`config.mk`:
```
export PLATFORM = sky130hd
export DESIGN_NAME = ctrl_fsm_exc
export DESIGN_NICKNAME = d
export VERILOG_FILES = /design/src/rtl/ctrl_pkg.sv /design/src/rtl/ctrl_seq.sv /design/src/rtl/ctrl_decode.sv /design/src/rtl/ctrl_fsm_exc.sv
export SDC_FILE = /design/constraint.sdc
export NUM_CORES = 1
export LEC_CHECK = 0
export ABC_AREA = 1
export BUFFER_PORTS_ARGS = -buffer_cell sky130_fd_sc_hd__buf_2
export CAP_MARGIN = 20
export CORE_MARGIN = 3
export CORE_UTILIZATION = 25
export CTS_BUF_LIST = sky130_fd_sc_hd__clkbuf_4
export DETAILED_ROUTE_END_ITERATION = 8
export PLACE_DENSITY_LB_ADDON = 0.15
export SYNTH_ARGS = -nofsm -noshare
export SYNTH_HDL_FRONTEND = slang
export SYNTH_SLANG_ARGS = --single-unit
```
`constraint.sdc`:
```
create_clock -name clk -period 1.24 [get_ports clk]
set_input_delay 0.062 -clock clk [delete_from_list [all_inputs] [get_ports clk]]
set_output_delay 0.062 -clock clk [all_outputs]
set_load 0.03 [all_outputs]
```
`src/rtl/ctrl_pkg.sv`:
```
package ctrl_pkg;

  typedef enum logic [3:0] {
    ST_FETCH  = 4'd0,
    ST_DECODE = 4'd1,
    ST_ADDR   = 4'd2,
    ST_MEMRD  = 4'd3,
    ST_LDWB   = 4'd4,
    ST_MEMWR  = 4'd5,
    ST_EXEC   = 4'd6,
    ST_RWB    = 4'd7,
    ST_JUMP   = 4'd8,
    ST_BRANCH = 4'd9,
    ST_TRAP   = 4'd10,
    ST_IRQ    = 4'd11
  } ctrlState_e;

  localparam logic [1:0] SRCB_REG   = 2'b00;
  localparam logic [1:0] SRCB_FOUR  = 2'b01;
  localparam logic [1:0] SRCB_IMM   = 2'b10;
  localparam logic [1:0] SRCB_SHIMM = 2'b11;

  localparam logic [1:0] ALUOP_ADD   = 2'b00;
  localparam logic [1:0] ALUOP_SUB   = 2'b01;
  localparam logic [1:0] ALUOP_FUNCT = 2'b10;

  localparam logic [1:0] PCSRC_ALU    = 2'b00;
  localparam logic [1:0] PCSRC_ALUOUT = 2'b01;
  localparam logic [1:0] PCSRC_JUMP   = 2'b10;
  localparam logic [1:0] PCSRC_VECTOR = 2'b11;

  typedef struct packed {
    logic       memRead;
    logic       memWrite;
    logic       iorD;
    logic       irWrite;
    logic       regDst;
    logic       regWrite;
    logic       memToReg;
    logic       aluSrcA;
    logic [1:0] aluSrcB;
    logic [1:0] aluOp;
    logic [1:0] pcSource;
    logic       pcWrite;
    logic       pcWriteCond;
    logic       epcWrite;
    logic       causeStatusWrite;
    logic       intrOrExcp;
  } strobes_t;

endpackage

```
`src/rtl/ctrl_seq.sv`:
```
module ctrl_seq
  import ctrl_pkg::*;
#(
  parameter int OP_W = 6,
  parameter logic [OP_W-1:0] OP_LOAD  = 6'h23,
  parameter logic [OP_W-1:0] OP_STORE = 6'h2B,
  parameter logic [OP_W-1:0] OP_RTYPE = 6'h00,
  parameter logic [OP_W-1:0] OP_BEQ   = 6'h04,
  parameter logic [OP_W-1:0] OP_JUMP  = 6'h02
) (
  input  logic            clk,
  input  logic            rstN,
  input  logic [OP_W-1:0] opcode,
  input  logic            aluOverflow,
  input  logic            irqPending,
  output ctrlState_e      state,
  output logic            trapIsOvf
);

  ctrlState_e nextState;
  ctrlState_e boundaryNext;

  // Target at an instruction boundary: interrupt entry or fetch.
  assign boundaryNext = irqPending ? ST_IRQ : ST_FETCH;

  always_comb begin
    nextState = ST_FETCH;
    case (state)
      ST_FETCH:  nextState = ST_DECODE;
      ST_DECODE: begin
        if (opcode == OP_LOAD || opcode == OP_STORE) nextState = ST_ADDR;
        else if (opcode == OP_RTYPE)                 nextState = ST_EXEC;
        else if (opcode == OP_BEQ)                   nextState = ST_BRANCH;
        else if (opcode == OP_JUMP)                  nextState = ST_JUMP;
        else                                         nextState = ST_TRAP;
      end
      ST_ADDR:   nextState = (opcode == OP_LOAD) ? ST_MEMRD : ST_MEMWR;
      ST_MEMRD:  nextState = ST_LDWB;
      ST_EXEC:   nextState = aluOverflow ? ST_TRAP : ST_RWB;
      ST_LDWB,
      ST_MEMWR,
      ST_RWB,
      ST_JUMP,
      ST_BRANCH: nextState = boundaryNext;
      ST_TRAP,
      ST_IRQ:    nextState = ST_FETCH;
      default:   nextState = ST_FETCH;
    endcase
  end

  always_ff @(posedge clk) begin
    if (!rstN) begin
      state <= ST_FETCH;
    end else begin
      state <= nextState;
    end
  end

  // Remembers why the trap cycle was entered; cleared on every decode.
  always_ff @(posedge clk) begin
    if (!rstN) begin
      trapIsOvf <= 1'b0;
    end else if (state == ST_EXEC && aluOverflow) begin
      trapIsOvf <= 1'b1;
    end else if (state == ST_DECODE) begin
      trapIsOvf <= 1'b0;
    end
  end

endmodule

```
`src/rtl/ctrl_decode.sv`:
```
module ctrl_decode
  import ctrl_pkg::*;
#(
  parameter int CODE_W = 5,
  parameter logic [CODE_W-1:0] CODE_INT   = 5'd0,
  parameter logic [CODE_W-1:0] CODE_UNDEF = 5'd10,
  parameter logic [CODE_W-1:0] CODE_OVF   = 5'd12
) (
  input  ctrlState_e        state,
  input  logic              trapIsOvf,
  input  logic              enable,
  output strobes_t          strobes,
  output logic [CODE_W-1:0] causeCode
);

  strobes_t raw;
  logic [CODE_W-1:0] rawCode;

  always_comb begin
    raw     = '0;
    rawCode = '0;
    case (state)
      ST_FETCH: begin
        raw.memRead  = 1'b1;
        raw.irWrite  = 1'b1;
        raw.aluSrcB  = SRCB_FOUR;
        raw.aluOp    = ALUOP_ADD;
        raw.pcSource = PCSRC_ALU;
        raw.pcWrite  = 1'b1;
      end
      ST_DECODE: begin
        raw.aluSrcB = SRCB_SHIMM;
        raw.aluOp   = ALUOP_ADD;
      end
      ST_ADDR: begin
        raw.aluSrcA = 1'b1;
        raw.aluSrcB = SRCB_IMM;
        raw.aluOp   = ALUOP_ADD;
      end
      ST_MEMRD: begin
        raw.memRead = 1'b1;
        raw.iorD    = 1'b1;
      end
      ST_LDWB: begin
        raw.regWrite = 1'b1;
        raw.memToReg = 1'b1;
      end
      ST_MEMWR: begin
        raw.memWrite = 1'b1;
        raw.iorD     = 1'b1;
      end
      ST_EXEC: begin
        raw.aluSrcA = 1'b1;
        raw.aluSrcB = SRCB_REG;
        raw.aluOp   = ALUOP_FUNCT;
      end
      ST_RWB: begin
        raw.regDst   = 1'b1;
        raw.regWrite = 1'b1;
      end
      ST_JUMP: begin
        raw.pcSource = PCSRC_JUMP;
        raw.pcWrite  = 1'b1;
      end
      ST_BRANCH: begin
        raw.aluSrcA     = 1'b1;
        raw.aluSrcB     = SRCB_REG;
        raw.aluOp       = ALUOP_SUB;
        raw.pcSource    = PCSRC_ALUOUT;
        raw.pcWriteCond = 1'b1;
      end
      ST_TRAP: begin
        raw.aluSrcB          = SRCB_FOUR;
        raw.aluOp            = ALUOP_SUB;
        raw.pcSource         = PCSRC_VECTOR;
        raw.pcWrite          = 1'b1;
        raw.epcWrite         = 1'b1;
        raw.causeStatusWrite = 1'b1;
        raw.intrOrExcp       = 1'b1;
        rawCode              = trapIsOvf ? CODE_OVF : CODE_UNDEF;
      end
      ST_IRQ: begin
        raw.pcSource         = PCSRC_VECTOR;
        raw.pcWrite          = 1'b1;
        raw.epcWrite         = 1'b1;
        raw.causeStatusWrite = 1'b1;
        raw.intrOrExcp       = 1'b0;
        rawCode              = CODE_INT;
      end
      default: begin
        raw     = '0;
        rawCode = '0;
      end
    endcase
  end

  assign strobes   = enable ? raw : '0;
  assign causeCode = enable ? rawCode : '0;

endmodule

```
`src/rtl/ctrl_fsm_exc.sv`:
```
module ctrl_fsm_exc
  import ctrl_pkg::*;
#(
  parameter int OP_W   = 6,
  parameter int CODE_W = 5
) (
  input  logic              clk,
  input  logic              rstN,
  input  logic [OP_W-1:0]   opcode,
  input  logic              aluOverflow,
  input  logic              irqPending,
  output logic              memRead,
  output logic              memWrite,
  output logic              iorD,
  output logic              irWrite,
  output logic              regDst,
  output logic              regWrite,
  output logic              memToReg,
  output logic              aluSrcA,
  output logic [1:0]        aluSrcB,
  output logic [1:0]        aluOp,
  output logic [1:0]        pcSource,
  output logic              pcWrite,
  output logic              pcWriteCond,
  output logic              epcWrite,
  output logic              causeStatusWrite,
  output logic              intrOrExcp,
  output logic [CODE_W-1:0] causeCode
);

  ctrlState_e state;
  logic       trapIsOvf;
  strobes_t   strobes;

  ctrl_seq #(.OP_W(OP_W)) u_seq (
    .clk         (clk),
    .rstN        (rstN),
    .opcode      (opcode),
    .aluOverflow (aluOverflow),
    .irqPending  (irqPending),
    .state       (state),
    .trapIsOvf   (trapIsOvf)
  );

  ctrl_decode #(.CODE_W(CODE_W)) u_dec (
    .state     (state),
    .trapIsOvf (trapIsOvf),
    .enable    (rstN),
    .strobes   (strobes),
    .causeCode (causeCode)
  );

  assign memRead          = strobes.memRead;
  assign memWrite         = strobes.memWrite;
  assign iorD             = strobes.iorD;
  assign irWrite          = strobes.irWrite;
  assign regDst           = strobes.regDst;
  assign regWrite         = strobes.regWrite;
  assign memToReg         = strobes.memToReg;
  assign aluSrcA          = strobes.aluSrcA;
  assign aluSrcB          = strobes.aluSrcB;
  assign aluOp            = strobes.aluOp;
  assign pcSource         = strobes.pcSource;
  assign pcWrite          = strobes.pcWrite;
  assign pcWriteCond      = strobes.pcWriteCond;
  assign epcWrite         = strobes.epcWrite;
  assign causeStatusWrite = strobes.causeStatusWrite;
  assign intrOrExcp       = strobes.intrOrExcp;

endmodule

```
==> metrics, run 1 <==
status finished with violations; violated checks negative setup slack; Post-Syn Area 572 um^2; post-route ant nets 0; vias after detailed routing 770; RSZ-0062 raised after global routing yes; Synth-to-Final Area Change 79.7%; fin area 1030 um^2; synth unique cells 18; DP HPWL 1390 um; # rows 16; clock skew 0.00187 ns; gpl congestion 0.793; final worst slack -0.113 ns; GR Util All Layers 14.5%; CTS buffer count 3; Avg WL per Cell 11.4 um; Final Hold Viols 0; delay-heaviest family, CP flip-flops; GRT Max-Usage Layer met2; share of the synthesized area in the top cell type 18.4%; fin crit period 1.35 ns; Die W 53.8 um; CTS tree built; Die Area 2900 um^2; share of total power in the clock network 9.5%; pre-CTS setup slack 0.00230 ns; CP cell instances inv_4, nor2_4, nand2_2, o21ai_1, buf_4; Post-layout nets 158; Net Sw Power 1.30 mW; Detailed Route WL 1980 um; Bufs on Longest Clock Path 2; Remaining Overflow, GRT 0; number of flops mapped to enable cells by yosys 0; Worst-Skew Late Latency 0.25 ns; initial antenna violation count 0; dpl cell area 742 um^2; cell count after synthesis 110; register area share after synthesis 17.5%; ant diodes 0; most common cell in the netlist nor2_1; share of layout cells above drive strength 1 55.1%; overall power 2.36 mW; Top Ports 34; Setup crit end kind output port; met3 usage in global routing 2.49%; GR Layer Usage met2 24.2%; asr flop ratio synth 0%; Comb power frac 74.0%; GR Layer Usage met1 16.5%; Worst-path clk slew 0.05 ns; pwr/cell area 2290 nW/um^2; Pleak 0.548 nW; FF+latch count, synth 5; Worst path max stage delay 0.37 ns; Hold Crit Class in2reg; YS warnings 0; largest area contributor in the netlist nor2_1; Setup crit start kind register; CTS Hold Buffers Added 0; clk root buf clkbuf_4; arrival time worst endpoint 1.29 ns; main flop type after synthesis dfxtp_1; P_int 1.06 mW; Net Sw Frac 55.2%; Core ar. 2060 um^2; Initial Util 27.7%; CP Data Required Time 1.18 ns; sequential fraction of design power 16.4%; number of global-route vias before repair 718; Tcrit/Tclk final 109%; max-slew violations 0; Fin Setup TNS -1.30 ns; worst-path cell with the longest stage delay dfxtp_4; mean post-synth cell area 5.20 um^2; FMAX 739 MHz; drt drc 0; Area contributors post-synth nor2_1 18%, dfxtp_1 18%, nand2_1 16%; DRT iter0 DRCs 11; Max Cap Viol 0; clock sink total 5; via density per instance 4.43; Setup violations, final 20; I/O Buffers 31; worst setup path class reg2out; TritonRoute pass-1 iters 4; largest net degree at the start of global routing 11; Fill cells 220; first-pass GRT wire length 3070 um; Die H 53.8 um; maximum vdd ir drop 0.00101 V; CP Buf/Inv Count 2; H-tree depth 1; crit path max fanout 5; most frequent cells after synthesis 28 x nor2_1, 24 x nand2_1, 13 x inv_1, 8 x nand3_1
path summary, 6_finish.rpt:
check,from,slack (ns),end,depth (start not counted)
max reg2reg,u_seq.state[2]$_SDFF_PN0_,0.09,u_seq.state[0]$_SDFF_PN0_,8
max,u_seq.state[3]$_SDFF_PN0_,-0.11,pcWrite,5
min,aluOverflow,0.12,u_seq.trapIsOvf$_SDFFE_PN0P_,3
min reg2reg,u_seq.trapIsOvf$_SDFFE_PN0P_,0.49,u_seq.trapIsOvf$_SDFFE_PN0P_,2
what timing repair did:
action,in CTS,in global routing
buffers inserted,2,2
endpoints found under the setup margin,22,23
cloned,0,1
resized for setup,57,17
pin swaps,3,1
power by group through the flow:
stage	clock network [mW]	registers, mW	logic [mW]
floorplan	0	0.297	0.956
global placement	0	0.309	1.26
detailed placement	0	0.310	1.25
CTS	0.225	0.384	1.55
global route	0.236	0.399	1.90
finish	0.225	0.387	1.75
worst min-delay path: stages:
cell and delay (ns):
buf_2 0.10, nand2_1 0.08, a21oi_1 0.07
area by class of cell:
cell class	count	area (um^2)	area share, %
clock buffer	4	30.0	2.92
sequential	5	115	11.2
timing repair buffer	36	289	28.1
inverter	18	72.6	7.06
tap	27	33.8	3.29
multi-input combinational	84	487	47.4
sequential cells by signal (all words and copies together), names as in the netlist:
name / flops
u_seq.trapIsOvf: 1
u_seq.state: 4
cells in the final DEF (no fill, tap or decap):
cell type and n:
a21oi_1 2, a21oi_2 2, buf_2 9, buf_4 16, buf_6 11, clkbuf_4 4, conb_1 2, dfxtp_1 1
dfxtp_4 4, inv_1 11, inv_2 5, inv_4 2, nand2_1 21, nand2_2 6, nand2_4 4, nand3_1 8
nor2_1 19, nor2_2 6, nor2_4 6, nor3_2 3, nor3b_2 1, o21ai_1 2, o21ai_2 1, o22ai_2 1
stage by stage:
stage                     util [%]  hold slack, ns  instances
final                         49.8           0.115        174
after global routing          49.8           0.161        174
after CTS                     45.8           0.113        171
after detailed placement      36.0           0.371        165
after global placement        36.0           0.361        165
after floorplan                  -           0.231        111
routing by layer:
metal,routed length [um],share of wire [%]
met5,0,0
met3,127,6.4
met1,807,41
met4,60,3.0
met2,986,50
kinds of logic after synthesis:
kind of cell,synth area share (%)
other,0.656
buffers and inverters,17.9
and+or+nand+nor,56.7
DFF,17.5
AOI/OAI and AO/OA,7.22
Note: power is estimated with default switching activity, not from simulation.
==> run 2, diff against run 1 <==
- CORE_UTILIZATION: 25 -> 44
==> metrics, run 2 (same netlist as run 1, synthesis figures left out) <==
status finished with violations (unchanged); violated checks negative setup slack (unchanged); Setup crit end kind output port (unchanged); Post-layout nets 157 (was 158); most frequent cells in the layout 21 x nand2_1, 17 x nor2_1, 17 x buf_4 (was 21 x nand2_1, 19 x nor2_1, 16 x buf_4); dpl cell area 718 um^2 (was 742 um^2); arrival time worst endpoint 1.38 ns (was 1.29 ns); Worst-path clk slew 0.04 ns (was 0.05 ns); worst min-delay path endpoint u_seq.trapIsOvf$_SDFFE_PN0P_ (unchanged); Die W 42.1 um (was 53.8 um); reg2reg setup slack 0.07 ns (was 0.09 ns); worst-path cell with the longest stage delay dfxtp_4 (unchanged); CTS tree built (unchanged); Reg with most FFs u_seq.state (unchanged); Worst path max stage delay 0.38 ns (was 0.37 ns); Setup violations, final 20 (unchanged); share of layout cells above drive strength 1 54.8% (was 55.1%); pwr/cell area 2390 nW/um^2 (was 2290 nW/um^2); GR Util All Layers 18.7% (was 14.5%); pre-CTS setup slack 0.0261 ns (was 0.00230 ns); max reg flops 4 (unchanged); clock sink total 5 (unchanged); CP Data Required Time 1.18 ns (about the same); CTS Hold Buffers Added 0 (unchanged); Fill cells 66 (was 220); biggest regs u_seq.state x4, u_seq.trapIsOvf x1 (unchanged); Initial Util 49.5% (was 27.7%); delay-heaviest family, CP flip-flops (unchanged); hold depth 3 (unchanged); Die Area 1770 um^2 (was 2900 um^2); gpl congestion 0.892 (was 0.793); I/O Buffers 31 (unchanged); largest net degree at the start of global routing 11 (unchanged); R2R cell count 9 (was 8); clk root buf clkbuf_4 (unchanged); maximum vdd ir drop 0.00132 V (was 0.00101 V); number of global-route vias before repair 655 (was 718); via density per instance 5.43 (was 4.43); Top Ports 34 (unchanged); Remaining Overflow, GRT 0 (unchanged); DRT iter0 DRCs 18 (was 11); # rows 12 (was 16); Synth-to-Final Area Change 73.1% (was 79.7%); worst setup path class reg2out (unchanged); ant diodes 0 (unchanged); max-slew violations 0 (unchanged); Setup crit start kind register (unchanged); Detailed Route WL 2210 um (was 1980 um); Min-Delay Startpoint aluOverflow (unchanged); initial antenna violation count 0 (unchanged); final core utilization 85.6% (was 49.8%); Pleak 0.536 nW (was 0.548 nW); FMAX 692 MHz (was 739 MHz); Avg WL per Cell 13.8 um (was 11.4 um); CTS buffer count 3 (unchanged); Hold Slack 0.127 ns (was 0.115 ns); CP cell instances nand2_1, inv_1, nand2_1, o22ai_1, buf_4 (was inv_4, nor2_4, nand2_2, o21ai_1, buf_4); Die H 42.1 um (was 53.8 um); vias after detailed routing 868 (was 770); RSZ-0062 raised after global routing yes (unchanged); Core ar. 1160 um^2 (was 2060 um^2); Final Hold Viols 0 (unchanged); Bufs on Longest Clock Path 2 (unchanged); H-tree depth 1 (unchanged); Worst R2R Start u_seq.state[1]$_SDFF_PN0_ (was u_seq.state[2]$_SDFF_PN0_); TritonRoute pass-1 iters 4 (unchanged); RR Endpoint u_seq.state[0]$_SDFF_PN0_ (unchanged); Max Cap Viol 0 (unchanged); post-route ant nets 0 (unchanged); fin area 990 um^2 (was 1030 um^2); most common cell after layout, fill and taps aside nand2_1 (unchanged); Worst-Skew Late Latency 0.24 ns (was 0.25 ns); Tcrit/Tclk final 116% (was 109%); DP HPWL 1200 um (was 1390 um); most used cell, CP nand2_1; fin crit period 1.44 ns (was 1.35 ns); Hold Crit Class in2reg (unchanged); clock skew 0.000123 ns (was 0.00187 ns); crit path max fanout 4 (was 5); first-pass GRT wire length 2640 um (was 3070 um); final worst slack -0.205 ns (was -0.113 ns); drt drc 0 (unchanged); CP Buf/Inv Count 2 (unchanged); overall power 2.37 mW (was 2.36 mW)
-- run 2: cell types whose count changed in the layout (fill, tap and decap cells not counted), sizes merged --
cell  delta
buf      -1
-- run 2: worst max path at each step --
stage	start	end	slack (ns)	cells after the start
floorplan	u_seq.state[3]$_SDFF_PN0_	causeCode[3]	-0.22	5
global placement	u_seq.state[3]$_SDFF_PN0_	aluSrcA	0.005	5
detailed placement	u_seq.state[3]$_SDFF_PN0_	pcWrite	0.03	5
CTS	u_seq.state[3]$_SDFF_PN0_	causeCode[2]	-0.08	5
global route	u_seq.state[0]$_SDFF_PN0_	iorD	-0.25	5
finish	u_seq.state[0]$_SDFF_PN0_	iorD	-0.20	5
-- run 2: report_power, final --
part / switching [mW] / internal (mW) / total (mW)
clock network: 0.0607 / 0.143 / 0.204
logic: 1.15 / 0.640 / 1.79
registers: 0.119 / 0.255 / 0.374
total: 1.33 / 1.04 / 2.37
-- run 2: metrics by stage --
step / instances / TNS [ns]
3_3_place_gp: 151 / 0
4_1_cts: 156 / -0.986
5_1_grt: 160 / -3.14
6_report: 160 / -1.73
3_5_place_dp: 151 / 0
2_1_floorplan: 111 / -1.25
-- run 2: per-layer routing --
layer | routed length [um] | global-route usage, % | share of wire [%] | up-vias
met5 | 0 | 0 | 0 | -
met3 | 211 | 3.86 | 9.5 | 9
li1 | - | - | - | 403
met2 | 1160 | 31.2 | 52 | 60
met4 | 34 | 11.8 | 1.5 | 0
met1 | 808 | 21.6 | 36 | 396
-- run 2: cell type report --
| cell class | count | area [um^2] | share of cell area [%] |
|---|---|---|---|
| clock buffers | 4 | 30.0 | 3.03 |
| multi-input cells | 84 | 480 | 48.5 |
| well taps | 14 | 17.5 | 1.77 |
| flip-flops and latches | 5 | 115 | 11.6 |
| repair buffers | 35 | 274 | 27.7 |
| inverters | 18 | 72.6 | 7.33 |
-- run 2: worst min-delay path, cell delays in order --
cell     delay [ns]
buf_2          0.11
nand2_1        0.08
a21oi_1        0.07
-- run 2: timing repair --
| item | CTS | global route |
|---|---|---|
| pin swaps | 3 | 4 |
| setup endpoints to repair | 22 | 22 |
| resized for setup | 32 | 42 |
| gates cloned | 0 | 1 |
| setup buffers | 1 | 3 |
